<file path="src/rtl/vpf_pkg.sv">
package vpf_pkg;

  typedef enum logic [2:0] {
    SEG_HDR,
    SEG_AFLEN,
    SEG_AFSKIP,
    SEG_PAYLOAD,
    SEG_IDLE
  } seg_e;

  localparam logic [7:0] HDR_LAST_IDX = 8'd3;
  localparam logic [7:0] PES_FLAG_OFF = 8'd7;
  localparam logic [7:0] PES_HLEN_OFF = 8'd8;
  localparam logic [7:0] PES_FIXED    = 8'd9;
  localparam logic [7:0] PTS_OFF      = 8'd9;
  localparam logic [7:0] DTS_OFF      = 8'd14;
  localparam logic [7:0] STAMP_BYTES  = 8'd5;

  typedef logic [32:0] stamp_t;

endpackage

</file>
<file path="src/rtl/vpf_parse.sv">
module vpf_parse
  import vpf_pkg::*;
#(
  parameter int PID_W = 13
) (
  input  logic             clk,
  input  logic             rst_n,
  input  logic [7:0]       ts_data,
  input  logic             ts_valid,
  input  logic             ts_sync,
  input  logic [PID_W-1:0] cfg_pid,
  input  logic             cfg_es,
  output logic             push,
  output logic [7:0]       push_data,
  output logic             pes_vld,
  output logic [7:0]       pes_off
);

  logic [7:0] cnt_q, cnt_d;
  seg_e       seg_q, seg_d, seg_cur;
  logic       pusi_q, pusi_d;
  logic [4:0] pidhi_q, pidhi_d;
  logic       match_q, match_d;
  logic [7:0] skip_q, skip_d;
  logic [7:0] off_q, off_d;
  logic [7:0] hlen_q, hlen_d;
  logic [7:0] idx;
  logic       in_pl, in_hdr;

  assign idx     = ts_sync ? 8'd0 : cnt_q;
  assign seg_cur = ts_sync ? SEG_HDR : seg_q;
  assign in_pl   = ts_valid && (seg_cur == SEG_PAYLOAD) && match_q;
  assign pes_vld = in_pl && pusi_q;
  assign pes_off = off_q;
  assign in_hdr  = pes_vld && ((off_q < PES_FIXED) || ((off_q - PES_FIXED) < hlen_q));

  assign push      = in_pl && !(cfg_es && in_hdr);
  assign push_data = ts_data;

  always_comb begin
    cnt_d   = cnt_q;
    seg_d   = seg_q;
    pusi_d  = pusi_q;
    pidhi_d = pidhi_q;
    match_d = match_q;
    skip_d  = skip_q;
    off_d   = off_q;
    hlen_d  = hlen_q;
    if (ts_valid) begin
      cnt_d = (idx == 8'hFF) ? idx : idx + 8'd1;
      seg_d = seg_cur;
      if (idx == 8'd1) begin
        pusi_d  = ts_data[6];
        pidhi_d = ts_data[4:0];
      end
      if (idx == 8'd2) begin
        match_d = ({pidhi_q, ts_data} == cfg_pid);
      end
      case (seg_cur)
        SEG_HDR: begin
          if (idx == HDR_LAST_IDX) begin
            off_d = 8'd0;
            case (ts_data[5:4])
              2'b01:   seg_d = SEG_PAYLOAD;
              2'b11:   seg_d = SEG_AFLEN;
              default: seg_d = SEG_IDLE;
            endcase
          end
        end
        SEG_AFLEN: begin
          skip_d = ts_data;
          seg_d  = (ts_data == 8'd0) ? SEG_PAYLOAD : SEG_AFSKIP;
        end
        SEG_AFSKIP: begin
          skip_d = skip_q - 8'd1;
          if (skip_q == 8'd1) seg_d = SEG_PAYLOAD;
        end
        SEG_PAYLOAD: begin
          if (off_q != 8'hFF) off_d = off_q + 8'd1;
          if (pusi_q && (off_q == PES_HLEN_OFF)) hlen_d = ts_data;
        end
        default: seg_d = SEG_IDLE;
      endcase
    end
  end

  always_ff @(posedge clk or negedge rst_n) begin
    if (!rst_n) begin
      cnt_q   <= 8'd0;
      seg_q   <= SEG_IDLE;
      pusi_q  <= 1'b0;
      pidhi_q <= 5'd0;
      match_q <= 1'b0;
      skip_q  <= 8'd0;
      off_q   <= 8'd0;
      hlen_q  <= 8'd0;
    end else if (ts_valid) begin
      cnt_q   <= cnt_d;
      seg_q   <= seg_d;
      pusi_q  <= pusi_d;
      pidhi_q <= pidhi_d;
      match_q <= match_d;
      skip_q  <= skip_d;
      off_q   <= off_d;
      hlen_q  <= hlen_d;
    end
  end

endmodule

</file>
<file path="src/rtl/vpf_stamp.sv">
module vpf_stamp
  import vpf_pkg::*;
(
  input  logic       clk,
  input  logic       rst_n,
  input  logic       pes_vld,
  input  logic [7:0] pes_off,
  input  logic [7:0] pes_data,
  input  logic       ack,
  output stamp_t     pts,
  output stamp_t     dts,
  output logic       has_dts,
  output logic       fresh
);

  logic [1:0]  flags_q, flags_d;
  logic [32:7] acc_q, acc_d;
  stamp_t      tmp_q, tmp_d;
  stamp_t      pts_q, pts_d;
  stamp_t      dts_q, dts_d;
  logic        has_q, has_d;
  logic        new_q, new_d;
  logic        in_pts, in_dts, publish;
  logic [7:0]  rel;
  stamp_t      assembled;

  assign in_pts    = (pes_off >= PTS_OFF) && (pes_off < PTS_OFF + STAMP_BYTES);
  assign in_dts    = (pes_off >= DTS_OFF) && (pes_off < DTS_OFF + STAMP_BYTES);
  assign rel       = in_pts ? (pes_off - PTS_OFF) : (pes_off - DTS_OFF);
  assign assembled = {acc_q, pes_data[7:1]};

  always_comb begin
    flags_d = flags_q;
    acc_d   = acc_q;
    tmp_d   = tmp_q;
    pts_d   = pts_q;
    dts_d   = dts_q;
    has_d   = has_q;
    publish = 1'b0;
    if (pes_vld) begin
      if (pes_off == PES_FLAG_OFF) flags_d = pes_data[7:6];
      if (in_pts || in_dts) begin
        case (rel)
          8'd0:    acc_d[32:30] = pes_data[3:1];
          8'd1:    acc_d[29:22] = pes_data;
          8'd2:    acc_d[21:15] = pes_data[7:1];
          8'd3:    acc_d[14:7]  = pes_data;
          default: acc_d        = acc_q;
        endcase
      end
      if (in_pts && (rel == STAMP_BYTES - 8'd1) && flags_q[1]) begin
        tmp_d = assembled;
        if (flags_q == 2'b10) begin
          pts_d   = assembled;
          has_d   = 1'b0;
          publish = 1'b1;
        end
      end
      if (in_dts && (rel == STAMP_BYTES - 8'd1) && (flags_q == 2'b11)) begin
        pts_d   = tmp_q;
        dts_d   = assembled;
        has_d   = 1'b1;
        publish = 1'b1;
      end
    end
    new_d = publish ? 1'b1 : (ack ? 1'b0 : new_q);
  end

  always_ff @(posedge clk or negedge rst_n) begin
    if (!rst_n) begin
      flags_q <= 2'b00;
      acc_q   <= '0;
      tmp_q   <= '0;
      pts_q   <= '0;
      dts_q   <= '0;
      has_q   <= 1'b0;
      new_q   <= 1'b0;
    end else begin
      flags_q <= flags_d;
      acc_q   <= acc_d;
      tmp_q   <= tmp_d;
      pts_q   <= pts_d;
      dts_q   <= dts_d;
      has_q   <= has_d;
      new_q   <= new_d;
    end
  end

  assign pts     = pts_q;
  assign dts     = dts_q;
  assign has_dts = has_q;
  assign fresh   = new_q;

endmodule

</file>
<file path="src/rtl/vpf_fifo.sv">
module vpf_fifo #(
  parameter int W     = 8,
  parameter int DEPTH = 32
) (
  input  logic         clk,
  input  logic         rst_n,
  input  logic         wr_en,
  input  logic [W-1:0] wr_data,
  input  logic         rd_en,
  output logic [W-1:0] rd_data,
  output logic         empty,
  output logic         full
);

  localparam int AW = $clog2(DEPTH);

  logic [W-1:0] mem [DEPTH];
  logic [AW:0]  wp_q, wp_d, rp_q, rp_d;
  logic         do_wr, do_rd;

  assign empty   = (wp_q == rp_q);
  assign full    = (wp_q[AW] != rp_q[AW]) && (wp_q[AW-1:0] == rp_q[AW-1:0]);
  assign do_wr   = wr_en && !full;
  assign do_rd   = rd_en && !empty;
  assign rd_data = mem[rp_q[AW-1:0]];
  assign wp_d    = do_wr ? wp_q + 1'b1 : wp_q;
  assign rp_d    = do_rd ? rp_q + 1'b1 : rp_q;

  always_ff @(posedge clk) begin
    if (do_wr) mem[wp_q[AW-1:0]] <= wr_data;
  end

  always_ff @(posedge clk or negedge rst_n) begin
    if (!rst_n) begin
      wp_q <= '0;
      rp_q <= '0;
    end else begin
      wp_q <= wp_d;
      rp_q <= rp_d;
    end
  end

endmodule

</file>
<file path="src/rtl/vpf_drive.sv">
module vpf_drive #(
  parameter int DIV = 3
) (
  input  logic       clk,
  input  logic       rst_n,
  input  logic       host_sel,
  input  logic       q_empty,
  input  logic [7:0] q_data,
  output logic       pop,
  output logic [7:0] vid_data,
  output logic       vid_valid,
  output logic       vid_oe
);

  localparam int PW = (DIV > 1) ? $clog2(DIV) : 1;
  localparam logic [PW-1:0] PACE_LAST = PW'(DIV - 1);

  logic [PW-1:0] pace_q, pace_d;
  logic          tick;
  logic          oe_q;
  logic          valid_q;
  logic [7:0]    data_q, data_d;

  assign tick   = (pace_q == PACE_LAST);
  assign pace_d = tick ? '0 : pace_q + 1'b1;
  assign pop    = tick && host_sel && oe_q && !q_empty;
  assign data_d = pop ? q_data : data_q;

  always_ff @(posedge clk or negedge rst_n) begin
    if (!rst_n) begin
      pace_q  <= '0;
      oe_q    <= 1'b0;
      valid_q <= 1'b0;
      data_q  <= 8'd0;
    end else begin
      pace_q  <= pace_d;
      oe_q    <= host_sel;
      valid_q <= pop;
      data_q  <= data_d;
    end
  end

  assign vid_data  = data_q;
  assign vid_valid = valid_q;
  assign vid_oe    = oe_q;

endmodule

</file>
<file path="src/rtl/vid_pes_filter.sv">
module vid_pes_filter
  import vpf_pkg::*;
#(
  parameter int PID_W = 13,
  parameter int DEPTH = 32,
  parameter int DIV   = 3
) (
  input  logic             clk,
  input  logic             rst_n,
  input  logic [7:0]       ts_data,
  input  logic             ts_valid,
  input  logic             ts_sync,
  input  logic [PID_W-1:0] cfg_pid,
  input  logic             cfg_es,
  input  logic             host_sel,
  input  logic             stamp_ack,
  output logic [7:0]       vid_data,
  output logic             vid_valid,
  output logic             vid_oe,
  output logic [32:0]      pts_val,
  output logic [32:0]      dts_val,
  output logic             stamp_has_dts,
  output logic             stamp_new
);

  logic [1:0] rs_q;
  logic       rst_s;
  logic       push, pes_vld, pop, q_empty, q_full;
  logic [7:0] push_data, pes_off, q_data;

  always_ff @(posedge clk or negedge rst_n) begin
    if (!rst_n) rs_q <= 2'b00;
    else        rs_q <= {rs_q[0], 1'b1};
  end
  assign rst_s = rs_q[1];

  vpf_parse #(.PID_W(PID_W)) u_parse (
    .clk(clk), .rst_n(rst_s),
    .ts_data(ts_data), .ts_valid(ts_valid), .ts_sync(ts_sync),
    .cfg_pid(cfg_pid), .cfg_es(cfg_es),
    .push(push), .push_data(push_data),
    .pes_vld(pes_vld), .pes_off(pes_off)
  );

  vpf_stamp u_stamp (
    .clk(clk), .rst_n(rst_s),
    .pes_vld(pes_vld), .pes_off(pes_off), .pes_data(ts_data),
    .ack(stamp_ack),
    .pts(pts_val), .dts(dts_val),
    .has_dts(stamp_has_dts), .fresh(stamp_new)
  );

  vpf_fifo #(.W(8), .DEPTH(DEPTH)) u_fifo (
    .clk(clk), .rst_n(rst_s),
    .wr_en(push), .wr_data(push_data),
    .rd_en(pop), .rd_data(q_data),
    .empty(q_empty), .full(q_full)
  );

  vpf_drive #(.DIV(DIV)) u_drive (
    .clk(clk), .rst_n(rst_s),
    .host_sel(host_sel), .q_empty(q_empty), .q_data(q_data),
    .pop(pop), .vid_data(vid_data), .vid_valid(vid_valid), .vid_oe(vid_oe)
  );

endmodule

</file>
<file path="config.mk">
export PLATFORM = sky130hd
export DESIGN_NAME = vid_pes_filter
export DESIGN_NICKNAME = d
export VERILOG_FILES = /design/src/rtl/vpf_pkg.sv /design/src/rtl/vpf_parse.sv /design/src/rtl/vpf_stamp.sv /design/src/rtl/vpf_fifo.sv /design/src/rtl/vpf_drive.sv /design/src/rtl/vid_pes_filter.sv
export SDC_FILE = /design/constraint.sdc
export NUM_CORES = 1
export LEC_CHECK = 0
export BUFFER_PORTS_ARGS = -buffer_cell sky130_fd_sc_hd__buf_2
export CAP_MARGIN = 0
export CORE_MARGIN = 3
export CORE_UTILIZATION = 57
export DETAILED_ROUTE_END_ITERATION = 8
export PLACE_DENSITY = 0.73
export REMOVE_ABC_BUFFERS = 1
export SYNTH_ARGS = -nofsm -noshare
export SYNTH_HDL_FRONTEND = slang
export SYNTH_SLANG_ARGS = --single-unit
</file>
<file path="constraint.sdc">
create_clock -name clk -period 10.6 [get_ports clk]
set_clock_uncertainty 0.15 [all_clocks]
set_input_delay 2.12 -clock clk [delete_from_list [all_inputs] [get_ports clk]]
set_output_delay 2.12 -clock clk [all_outputs]
set_load 0.05 [all_outputs]
</file>
Word-level counts from Yosys, hierarchy flattened
Memories as Yosys holds them, arrays and structs flattened. A register that Yosys moved wholly into a read port is not among the register bits. Index checks and enable logic that the tools add are counted. Widths: inputs -> output; s select.

Bits in registers: 189. Latch bits: 0. RAM bits: 256. Bits in read-only memories: 0. Bits of input ports: 28. Output and inout port bits: 78. Word-level logic and storage cells: 139. Memories kept: 1.

Memory list: u_fifo.mem (words 32, bits a word 8, read ports 1, clocked after Yosys merged registers in 1, wr ports 1, line vpf_fifo.sv:17) `logic [W-1:0] mem [DEPTH];`.

Add/subtract/negate cells: 8. $mul: 0. Div/mod/pow operators: 0. $lt $le $gt $ge: 6. Equality and inequality tests: 26. Shifts and indexed selects: 0. Muxes and demuxes: 28. Bitwise gates (word level): 0. Reduce and logical (&&, ||, !) cells: 46.

Operators by type and width (count): $mux 33 (3); $mux 8 (5); $eq 8x2->1 const B (4); $pmux 8 s2 (2); $eq 8x1->1 const B (3); $logic_and 1x1->1 (19); $reduce_and 3->1 (6); $add 8x1->8 const B (2); $eq 8x3->1 const B (2); $ge 8x4->1 const B (2); $logic_not 8->1 (2); $lt 8x4->1 const B (2); $sub 8x4->8 const B (2); $eq 13x13->1 (1); $add 6x1->6 const B (2); $mux 1 (12); $pmux 3 s4 (1); $reduce_and 2->1 (6); $reduce_bool 2->1 (5); $mux 3 (3); $eq 2x2->1 const B (4); $eq 8x4->1 const B (1); $eq 8x8->1 const B (1); $lt 8x5->1 const B (1); other kinds (18) (23).

Depth between registers and ports, before layout
Word-level depth: 12. Mapped depth: 13. Depth with buffers taken out: 12.

Modules after synthesis
From an unflattened synthesis, not the netlist that was laid out.

Cell total of the unflattened synthesis: 1213. Area, all modules: 19874.1 um^2.

By module, submodules not included: vpf_fifo (instances 1, cells each 473, area an instance 10542.6 um^2, sequential area each 7987.7 um^2); vpf_stamp (instances 1, cells each 382, area an instance 5819.3 um^2, sequential area each 3228.1 um^2); vpf_parse (instances 1, cells each 330, area an instance 3000.4 um^2, sequential area each 1052.3 um^2); vpf_drive (instances 1, cells each 25, area an instance 457.9 um^2, sequential area each 300.3 um^2); vid_pes_filter (instances 1, cells each 3, area an instance 53.8 um^2, sequential area each 50.0 um^2).

Least setup slack after synthesis
No wires, ideal clock.

Path type: input -> register. Start point: input ts_sync. End point: memory u_fifo.mem[11][0], enable pin. Arrival time: 3704 ps. Slack: 6376 ps. Cell stages on the path: 5. Path buffers: 0. Cell sequence: and4bb_1 > nand3_1 > a221oi_1 > nand3_1 > nor2_1.

Word-level cells in the longest chain between the ends: 12.

Ends and longest elaborated chain: from (decl) (line vid_pes_filter.sv:12) `input logic ts_sync,`; $mux 3 * (line vpf_parse.sv:31) `assign seg_cur = ts_sync ? SEG_HDR : seg_q;`; $eq 3x2->1 * (line vpf_parse.sv:32) `assign in_pl = ts_valid && (seg_cur == SEG_PAYLOAD) && match_q;`; $logic_and 1x1->1 * (2 in a row) (line vpf_parse.sv:32); $logic_and 1x1->1 (line vpf_parse.sv:33) `assign pes_vld = in_pl && pusi_q;`; $logic_and 1x1->1 (line vpf_parse.sv:35) `assign in_hdr = pes_vld && ((off_q < PES_FIXED) || ((off_q - PES_FIXED) < hlen_q));`; $logic_and 1x1->1 (line vpf_parse.sv:37) `assign push = in_pl && !(cfg_es && in_hdr);`; $logic_not 1->1 (line vpf_parse.sv:37); $logic_and 1x1->1 * (line vpf_parse.sv:37); $logic_and 1x1->1 * (line vpf_fifo.sv:23) `assign do_wr = wr_en && !full;`; $mux 1 * (line vpf_fifo.sv:30) `if (do_wr) mem[wp_q[AW-1:0]] <= wr_data;`; $mux 1 (implied by the code) * (line vpf_fifo.sv:30); to (decl) (line vpf_fifo.sv:17).

Mark *: on every way between the ends. The rest lies on a longest branch, timed or not.

Worst setup path in the final report
Start point: input ts_sync. End point: memory u_fifo.mem[29][1], enable pin.

Same word-level chain as after synthesis.

==> impl_results.md <==
* Outcome: complete, no violations
* Hold Path Cell Cnt at 0
* Synth cell count leaders: edfxtp_1 (256), dfrtp_1 (196), mux2_2 (103)
* Layout net count at 1352
* Top Ports at 106
* CP startpoint kind: input pin
* Starting density of the core at 0.584
* Yosys top cell by area: edfxtp_1
* Setup violators final at 0
* CP Launch Point: ts_sync
* Drt first-iter violations at 1080
* Final Hold Fails at 0
* CTS tree: built
* Core Rows at 66
* Total Power at 4.29 mW
* Layout cell share with drive strength beyond 1 at 0.288
* Hold Path Class: flop to flop
* Pwr Density at 200 mW/mm^2
* Initial antenna violation count at 0
* Max frequency at 0.205 GHz
* TNS Setup at 0 ps
* Slew @ Worst Pin at 1110 ps
* Max-cap viol count at 0
* Post-Syn Area per Cell at 15.8 sq um
* Critical path arrival at 4890 ps
* Grt ovf at 0
* Req. time, crit path at 10620 ps
* Hold Path Origin: rs_q[0]
* Leak pwr at 8.48 nW
* CP max FO at 16
* R2r endpoint: u_fifo.mem[29][1]
* Pre-antenna DRT Iters at 5
* Core area at 0.0328 sq mm
* PortBufs at 105
* ANT nets after route at 0
* Area grow syn2layout at 11.8%
* Reg2reg start: u_parse.pes_off[1]
* Post-detail-place hpwl at 24600 microns
* WL per Instance at 23.3 microns
* Count of hold-fix buffers inserted at cts at 0
* Antenna cells at 0
* Register clock-pin slew on the reported worst setup and hold paths at 60 ps
* Routed WL at 41400 microns
* Slew headroom at 0.253
* CTS max path bufs at 3
* CTS H-tree depth at 2
* Largest cells by area after synthesis: edfxtp_1 (40%), dfrtp_1 (26%), mux4_2 (9.4%)
* Syn. warnings at 0
* CP Class: input pin to flop
* Routability cong. at 0.836
* WHS Endpoint: rs_q[1]
* Fillers at 2321
* Post-Syn Instances at 1209
* Die width at 189 microns
* Final Cycle Share at 0.460
* Synth top area share at 0.401
* Crit. End Element: flop
* DRC viols at 0
* Top-count cell post-synth: edfxtp_1
* Ys flop type: edfxtp_1
* Sink Count at 453
* Seq/Total Area, Yosys at 0.659
* R2R depth at 11
* DR vias/cell at 6.10
* Via count of the first global-routing pass at 10989
* Die height at 189 microns
* R2r setup slk at 6070 ps
* Total GRT Usage at 0.233
* Synthesized area at 0.0192 sq mm
* CTS Buf Count at 45
* CTS root buf: clkbuf_16
* Tmin final at 4870 ps
* Unique cell type count in the Yosys netlist at 68
* Post-synth ARST share at 0.435
* Slew Viols, Final at 0
* Vias at 10850
* First-pass GRT wire length at 64400 microns
* Unrepaired setup endpoints after global routing: no
* Cts repair resizes at 0
* Skew-Pair Late Insertion Delay at 540 ps
* EDFF count, synth at 256
* Largest net degree at the start of global routing at 81
* Die area at 0.0358 sq mm
* VDD IR max at 0.164 mV
* Synthesized flop and latch total at 453
* Post-CTS setup buffer count at 0
[sequential cells by signal, indices dropped and copies added, names as in the netlist, 2 cells and up]
signal and count:
u_parse.pidhi_q 5, u_fifo.mem 256, u_stamp.flags_q 2, u_parse.hlen_q 8
u_parse.seg_q 3, u_parse.cnt_q 8, rs_q 2, u_drive.pace_q 2
u_stamp.acc_q 26, u_stamp.pts 33, u_drive.vid_data 8, u_fifo.rp_q 6
u_stamp.tmp_q 33, u_fifo.wp_q 6, u_parse.skip_q 8, u_parse.pes_off 8
u_stamp.dts 33
[through the flow]
step	cells	area [sq um]	setup slack [ps]	hold WS [ps]	util
after global routing	1778	21400	5570	224	0.653
after CTS	1778	21400	5820	214	0.653
after global placement	1696	20000	5450	192	0.610
after detailed placement	1696	20000	5250	193	0.610
after floorplan	1133	18800	4560	181	-
final	1778	21400	5730	209	0.653
[cell families after synthesis]
kind of cell	after synthesis	share of synthesized area
fa+ha+maj	23	0.0150
xor+xnor	38	0.0174
simple gates	211	0.0543
mux	192	0.159
buf+inv	108	0.0255
flops	453	0.659
other cells	1	0.000196
compound gates	183	0.0693
[layout make-up]
type,count,area [sq um],area share
clock buffers,60,1240,0.0581
clock inverters,22,166,0.00777
inverters,32,120,0.00561
multi-input cells,648,6060,0.283
flip-flops and latches,453,12600,0.590
well taps,442,553,0.0258
repair buffers,121,646,0.0302
[how the worst max path moves through the flow]
stage / endpoint
floorplan: u_drive.pace_q[0]
global placement: u_fifo.mem[27][0]
detailed placement: u_fifo.mem[29][1]
CTS: u_fifo.mem[29][1]
global route: u_fifo.mem[1][1]
finish: u_fifo.mem[29][1]
[critical path: stages]
cell and delay [ps]:
buf_2 180, and4bb_1 420, nand3_1 160, a221oi_1 490, nand3_1 690, nor2_1 830
[cell usage in the layout (no fill, tap or decap), drive strengths merged, types with 20 or more instances in the layout]
master,instances
o32a,35
nor2,72
dfrtp,196
mux4,80
a21oi,25
xnor2,20
o21ai,43
inv,32
ha,23
mux2,103
buf,121
edfxtp,256
o21a,34
clkbuf,60
nand2,44
[metal layers]
metal	GRT usage	vias up	share of wire
li1	-	4842	-
met1	0.340	5570	0.43
met2	0.382	388	0.49
met3	0.0368	50	0.065
met4	0.0492	0	0.016
met5	0	-	0
[power by group]
| group | internal (mW) | switching [mW] |
|---|---|---|
| clock | 0.873 | 0.638 |
| sequential | 1.92 | 0.0680 |
| combinational | 0.371 | 0.422 |
| total | 3.16 | 1.13 |
Power figures use the tool's default switching activity.
